`src/rtl/pll_pwr_pkg.sv`:
```
package pll_pwr_pkg;
  localparam int PEN_POS  = 0;
  localparam int PSTP_POS = 1;

  typedef enum logic { REC_SLOW = 1'b0, REC_FAST = 1'b1 } rec_class_e;

  // Enable bit is sticky: software can only add to it.
  function automatic logic pen_next(input logic cur, input logic wbit);
    return cur | wbit;
  endfunction

  // Oscillator stays up when running, or in STOP with stop-power set.
  function automatic logic osc_keep(input logic stop, input logic pstp);
    return (!stop) | pstp;
  endfunction

  function automatic logic pll_run(input logic stop, input logic pstp, input logic pen);
    return pen & osc_keep(stop, pstp);
  endfunction

  function automatic rec_class_e rec_class(input logic pstp);
    return pstp ? REC_FAST : REC_SLOW;
  endfunction
endpackage

```
`src/rtl/pll_ctl_reg.sv`:
```
module pll_ctl_reg
  import pll_pwr_pkg::*;
#(
  parameter int DATA_W = 8
) (
  input  logic              clk,
  input  logic              rst_n,
  input  logic              strap_i,
  input  logic              wr_en,
  input  logic [DATA_W-1:0] wr_data,
  output logic              pen_o,
  output logic              pstp_o
);
  logic pen_q, pstp_q;

  always_ff @(posedge clk) begin
    if (!rst_n) begin
      pen_q  <= strap_i;
      pstp_q <= 1'b0;
    end else if (wr_en) begin
      pen_q  <= pen_next(pen_q, wr_data[PEN_POS]);
      pstp_q <= wr_data[PSTP_POS];
    end
  end

  assign pen_o  = pen_q;
  assign pstp_o = pstp_q;
endmodule

```
`src/rtl/pll_stop_decode.sv`:
```
module pll_stop_decode
  import pll_pwr_pkg::*;
(
  input  logic stop_i,
  input  logic pen_i,
  input  logic pstp_i,
  output logic pll_en_o,
  output logic osc_en_o,
  output logic fast_o
);
  rec_class_e rc;

  always_comb begin
    osc_en_o = osc_keep(stop_i, pstp_i);
    pll_en_o = pll_run(stop_i, pstp_i, pen_i);
    rc       = rec_class(pstp_i);
    fast_o   = (rc == REC_FAST);
  end
endmodule

```
`src/rtl/pll_lock_mux.sv`:
```
module pll_lock_mux (
  input  logic pen_i,
  input  logic raw_lock_i,
  output logic sel_vco_o,
  output logic lock_o
);
  always_comb begin
    sel_vco_o = pen_i;
    lock_o    = pen_i ? raw_lock_i : 1'b1;
  end
endmodule

```
`src/rtl/pll_pwr_ctl.sv`:
```
module pll_pwr_ctl
  import pll_pwr_pkg::*;
#(
  parameter int DATA_W = 8
) (
  input  logic              clk,
  input  logic              rst_n,
  input  logic              strap_i,
  input  logic              wr_en,
  input  logic [DATA_W-1:0] wr_data,
  input  logic              stop_i,
  input  logic              pll_lock_i,
  output logic [DATA_W-1:0] rd_data,
  output logic              pll_en,
  output logic              osc_en,
  output logic              clk_sel_vco,
  output logic              lock_o,
  output logic              fast_rec_o
);
  localparam int UNUSED_W = DATA_W - 2;

  // Named internal events for the checker.
  logic pen_w, pstp_w;
  logic pen_set_req;

  pll_ctl_reg #(.DATA_W(DATA_W)) u_reg (
    .clk     (clk),
    .rst_n   (rst_n),
    .strap_i (strap_i),
    .wr_en   (wr_en),
    .wr_data (wr_data),
    .pen_o   (pen_w),
    .pstp_o  (pstp_w)
  );

  pll_stop_decode u_dec (
    .stop_i   (stop_i),
    .pen_i    (pen_w),
    .pstp_i   (pstp_w),
    .pll_en_o (pll_en),
    .osc_en_o (osc_en),
    .fast_o   (fast_rec_o)
  );

  pll_lock_mux u_lock (
    .pen_i      (pen_w),
    .raw_lock_i (pll_lock_i),
    .sel_vco_o  (clk_sel_vco),
    .lock_o     (lock_o)
  );

  assign pen_set_req = wr_en & wr_data[PEN_POS];

  generate
    if (UNUSED_W > 0) begin : g_pad
      assign rd_data = {{UNUSED_W{1'b0}}, pstp_w, pen_w};
    end else begin : g_nopad
      assign rd_data = {pstp_w, pen_w};
    end
  endgenerate
endmodule

```
`config.mk`:
```
export PLATFORM = sky130hd
export DESIGN_NAME = pll_pwr_ctl
export DESIGN_NICKNAME = d
export VERILOG_FILES = /design/src/rtl/pll_pwr_pkg.sv /design/src/rtl/pll_ctl_reg.sv /design/src/rtl/pll_stop_decode.sv /design/src/rtl/pll_lock_mux.sv /design/src/rtl/pll_pwr_ctl.sv
export SDC_FILE = /design/constraint.sdc
export NUM_CORES = 1
export LEC_CHECK = 0
export ABC_CLOCK_PERIOD_IN_PS = 2200
export CORE_AREA = 2 2 39 41
export CTS_CLUSTER_DIAMETER = 100
export DETAILED_ROUTE_END_ITERATION = 10
export DIE_AREA = 0 0 41 43
export HOLD_SLACK_MARGIN = 0.05
export PLACE_DENSITY = 0.48
export SETUP_SLACK_MARGIN = 0.05
export SKIP_LAST_GASP = 1
export SLEW_MARGIN = 0
export SYNTH_ARGS = -nofsm -noshare
export SYNTH_HDL_FRONTEND = slang
export SYNTH_SLANG_ARGS = --single-unit
```
`constraint.sdc`:
```
create_clock -name clk -period 2.2 [get_ports clk]
set_input_delay 0.44 -clock clk [delete_from_list [all_inputs] [get_ports clk]]
set_output_delay 0.44 -clock clk [all_outputs]
set_load 0.03 [all_outputs]
```
Word level (Yosys, flattened, before mapping)
Index checks and enable logic that the tools add are counted.

storage, ports and cells
  input bits = 14
  flip-flop bits (word level) = 2
  logic and storage cells = 11
  output and inout port bits = 13

operators by class
  multiplexer cells = 4
  bitwise operators = 3
  reduce and logical (&&, ||, !) cells = 1
  equality and inequality tests = 1

operators with widths
  operator                                                          count
  1-bit two-way mux                                                 4
  2-bit by 1-bit != test with 1-bit output (second input constant)  1
  1-bit bitwise OR                                                  2
  1-bit AND                                                         1
  1-bit zero test                                                   1

Depth between registers and ports, before layout
  depth in word-level cells = 3
  gate-level depth with buffers = 2
  gate-level depth less buffers = 2

By module
A second synthesis with hierarchy kept.

unflattened totals
  cell total of the unflattened synthesis = 22
  area, all modules = 192.7 um2

modules (own cells, without submodules)
  module           area each (um2)  cells an instance  instances
  pll_ctl_reg      85.1             8                  1
  pll_pwr_ctl      63.8             9                  1
  pll_stop_decode  30.0             3                  1
  pll_lock_mux     13.8             2                  1

Least setup slack after synthesis
No wires, ideal clock.

  path kind = flip-flop to output port
  start = register u_reg.pstp_q (netlist: u_reg.pstp_o)
  end = output pll_en
  data arrival time = 0.975 ns
  path slack = 0.785 ns
  buffers on the path = 0
  cell stages (with the launch flop) = 3
  cells stage by stage = dfxtp_1 > nand2b_4 > and2_4

on the way
  cells in the longest elaborated chain, start to end = 2

ends and longest elaborated chain
  what                    line               text
  start, declared         pll_ctl_reg.sv:14  logic pen_q, pstp_q;
  start signal, assigned  pll_ctl_reg.sv:22  pstp_q <= wr_data[PSTP_POS];
  1-bit bitwise OR        n/a
  named net osc_en        pll_pwr_ctl.sv:15  output logic osc_en,
  1-bit AND               pll_pwr_pkg.sv:18  return pen & osc_keep(stop, pstp);
  end, declared           pll_pwr_ctl.sv:14  output logic pll_en,

The timed path passes the listed nets, and every way through them passes these cells.

Final worst setup path
  start = input pll_lock_i
  end = output lock_o

on the way
  cells in the longest elaborated chain, start to end = 1

ends and longest elaborated chain
  what               line               text
  start, declared    pll_pwr_ctl.sv:12  input logic pll_lock_i,
  1-bit two-way mux  pll_lock_mux.sv:9  lock_o = pen_i ? raw_lock_i : 1'b1;
  end, declared      pll_pwr_ctl.sv:17  output logic lock_o,

No other way between the ends.

==> run_results.csv <==
group,metric,value,unit
status,status,"completed",
synthesis,synthTopCellsByArea,"buf_4 34%, edfxtp_1 17%, dfxtp_1 11%, nand2b_4 7.7%, nand2b_1 7.0%",
sta,fmax,0.483,GHz
critical_path,required,1760,ps
synthesis,synth_flop_cell,"edfxtp_1",
sta,fin_tns_setup,0,ps
floorplanning,initial_core_util,12.8,%
sta,finalSetupViolations,0,
floorplanning,core_area,1380,µm²
sta,period_needed,2070,ps
finish,fill_cells,161,
placement,dpl_cell_area,294,µm²
critical_path,critPathBufInv,2,
synthesis,syn_inst,20,
pwr,p_total,0.000209,W
floorplanning,rows,14,
clock_network,clk_pin_slew_worst_paths,30,ps
routing,wl_per_cell,6.51,µm
clock_network,clock-root-buffer,"clkbuf_4",
worst_hold_path,hold_path.class,"flip-flop to flip-flop",
synthesis,yosysUniqueCellTypes,11,
grt,grt_pass1_wl,476,µm
synthesis,yosysTopAreaCell,"buf_4",
grt,grt_overflow,0,
placement,gp_congestion,0.539,
synthesis,synth_top_area_share,33.8,%
synthesis,yosysMostFrequentCell,"buf_4",
synthesis,ys_ff_latch,2,
routing,route.vias.total,153,
clock_network,ctsHoldBuffers,0,
clock_network,clk_path_buf_depth,2,
critical_path,slowest_delay,660,ps
clock_network,worstSkewPairLatency,230,ps
synthesis,synth_edf_count,1,
finish,area_growth,80.3,%
sta,rsz0062_at_grt,"false",
sta,fin_skew,0,ps
sta,slew_viol_final,0,
pwr,vdd.ir_drop.worst,0.204,mV
critical_path,crit_fanout,1,
finish,post_route_cells_drive_above_1_share,17.1,%
synthesis,post_synth.cell_area_avg,8.88,µm²
finish,multiInputGateArea,86.3,µm²
critical_path,worstSetupPathType,"input pin to output port",
placement,port_buffers,14,
floorplanning,die_h,43,µm
grt,antenna_found_initial,0,
synthesis,syn_area,178,µm²
floorplanning,die_w,41,µm
clock_network,ctsHtreeMaxLevel,1,
routing,routed_wl,332,µm
synthesis,async_reset_ff_share,0,%
clock_network,post-cts-setup-buffer-count,0,
critical_path,path_delay_family,"buffers and inverters",
critical_path,cpMaxStageDelayCell,"clkdlybuf4s50_1",
finish,seqCellArea,50.0,µm²
finish,diodes,0,
placement,dp.cells,47,
critical_path,cp_cell_sequence,"clkdlybuf4s50_1, nand2b_1, clkdlybuf4s50_1",
critical_path,worst_setup_path_start_kind,"input pin",
synthesis,ys_seq_area_share,28.2,%
critical_path,end_kind,"output port",
finish,final_cells,51,
routing,first_iter_violations,0,
grt,grt_pass1_vias,134,
sta,min_period_over_period,94.1,%
pwr,p_leak,0.136,nW
routing,ant_nets,0,
clock_network,cts_tree,"done",
clock_network,numCtsBuffers,3,
job,max_cap_viol_count,0,
routing,dr.pass1.iters,1,
clock_network,cts_resized,0,
sta,hold_violations,0,
grt,grt_max_degree,6,
synthesis,synth_warnings,0,
grt,grt_usage,4.62,%
routing,routed_via_density,3.00,
floorplanning,die_area,1760,µm²
pwr,power.density,651,nW/µm²
routing,drc,0,
clock_network,cts.sinks,2,
synthesis,synthTopCellsByCount,"8 x buf_4, 2 x nand2b_1, 2 x nor2_1",
critical_path,critPathArrivalTime,1630,ps
critical_path,cpMostUsedCell,"clkdlybuf4s50_1",
finish,final_nets,50,
floorplanning,ios,27,
finish,finalInstanceArea,320,µm²
## routing by layer
layer | track usage [%] | vias up | routed length (µm) | share of wire, %
li1 | - | 77 | - | -
met1 | 4.18 | 61 | 102 | 31
met2 | 5.31 | 15 | 149 | 45
met3 | 2.09 | 0 | 79 | 24
met4 | 8.00 | 0 | 0 | 0
met5 | 0 | - | 0 | 0
## final timing paths
| check | startpoint | cells past startpoint | end | slack (ps) |
|---|---|---|---|---|
| max reg2reg | u_reg.pen_o | 2 | u_reg.pen_o | 1320 |
| min | u_reg.pstp_o | 2 | u_reg.pstp_o | 560 |
| min reg2reg | u_reg.pstp_o | 2 | u_reg.pstp_o | 560 |
| max | pll_lock_i | 3 | lock_o | 130 |
## kinds of logic (layout without fill, tap and decap cells)
| family | count (synthesis) | in the layout | share of synthesized area [%] |
|---|---|---|---|
| simple gates | 7 | 7 | 27.5 |
| flops | 2 | 2 | 28.2 |
| buf+inv | 8 | 18 | 33.8 |
| mux | 1 | 1 | 5.63 |
| other cells | 1 | 6 | 2.11 |
| compound gates | 1 | 1 | 2.81 |
## report_power, final
group	total, W	switching, W	internal [W]
clock	0.0000906	0.0000232	0.0000675
sequential	0.0000450	0.00000267	0.0000424
combinational	0.0000728	0.0000409	0.0000319
## sequential cells by signal, indices dropped and copies added, names as in the netlist
name,cells
u_reg.pstp_o,1
u_reg.pen_o,1
## worst register-to-register path, stage by stage, from the launching register on
cell and delay [ps]:
edfxtp_1 430, nor2_1 130, a21oi_1 70
## per-stage QoR
| step | setup WS, ps | utilization (%) | hold WS [ps] |
|---|---|---|---|
| floorplan | 785 | - | 568 |
| global placement | 128 | 21.2 | 559 |
| detailed placement | 127 | 21.2 | 556 |
| CTS | 126 | 23.1 | 570 |
| global route | 73.9 | 23.1 | 592 |
| finish | 131 | 23.1 | 557 |
## area by class of cell
type | count | share of cell area (%)
well taps | 16 | 6.25
flip-flops and latches | 2 | 15.6
clock buffers | 4 | 8.20
repair buffers | 14 | 43.0
multi-input cells | 15 | 27.0
## layout by cell type, fill, tap and decap left out
cell type        count
conb_1               6
nand2b_1             2
mux2i_1              1
nor2_1               2
clkbuf_1             1
nor2b_1              1
and2_4               1
dfxtp_1              1
a21oi_1              1
edfxtp_1             1
nand2b_4             1
buf_4                1
clkbuf_4             3
clkdlybuf4s50_1     13
Note: power is estimated with default switching activity, not from simulation.
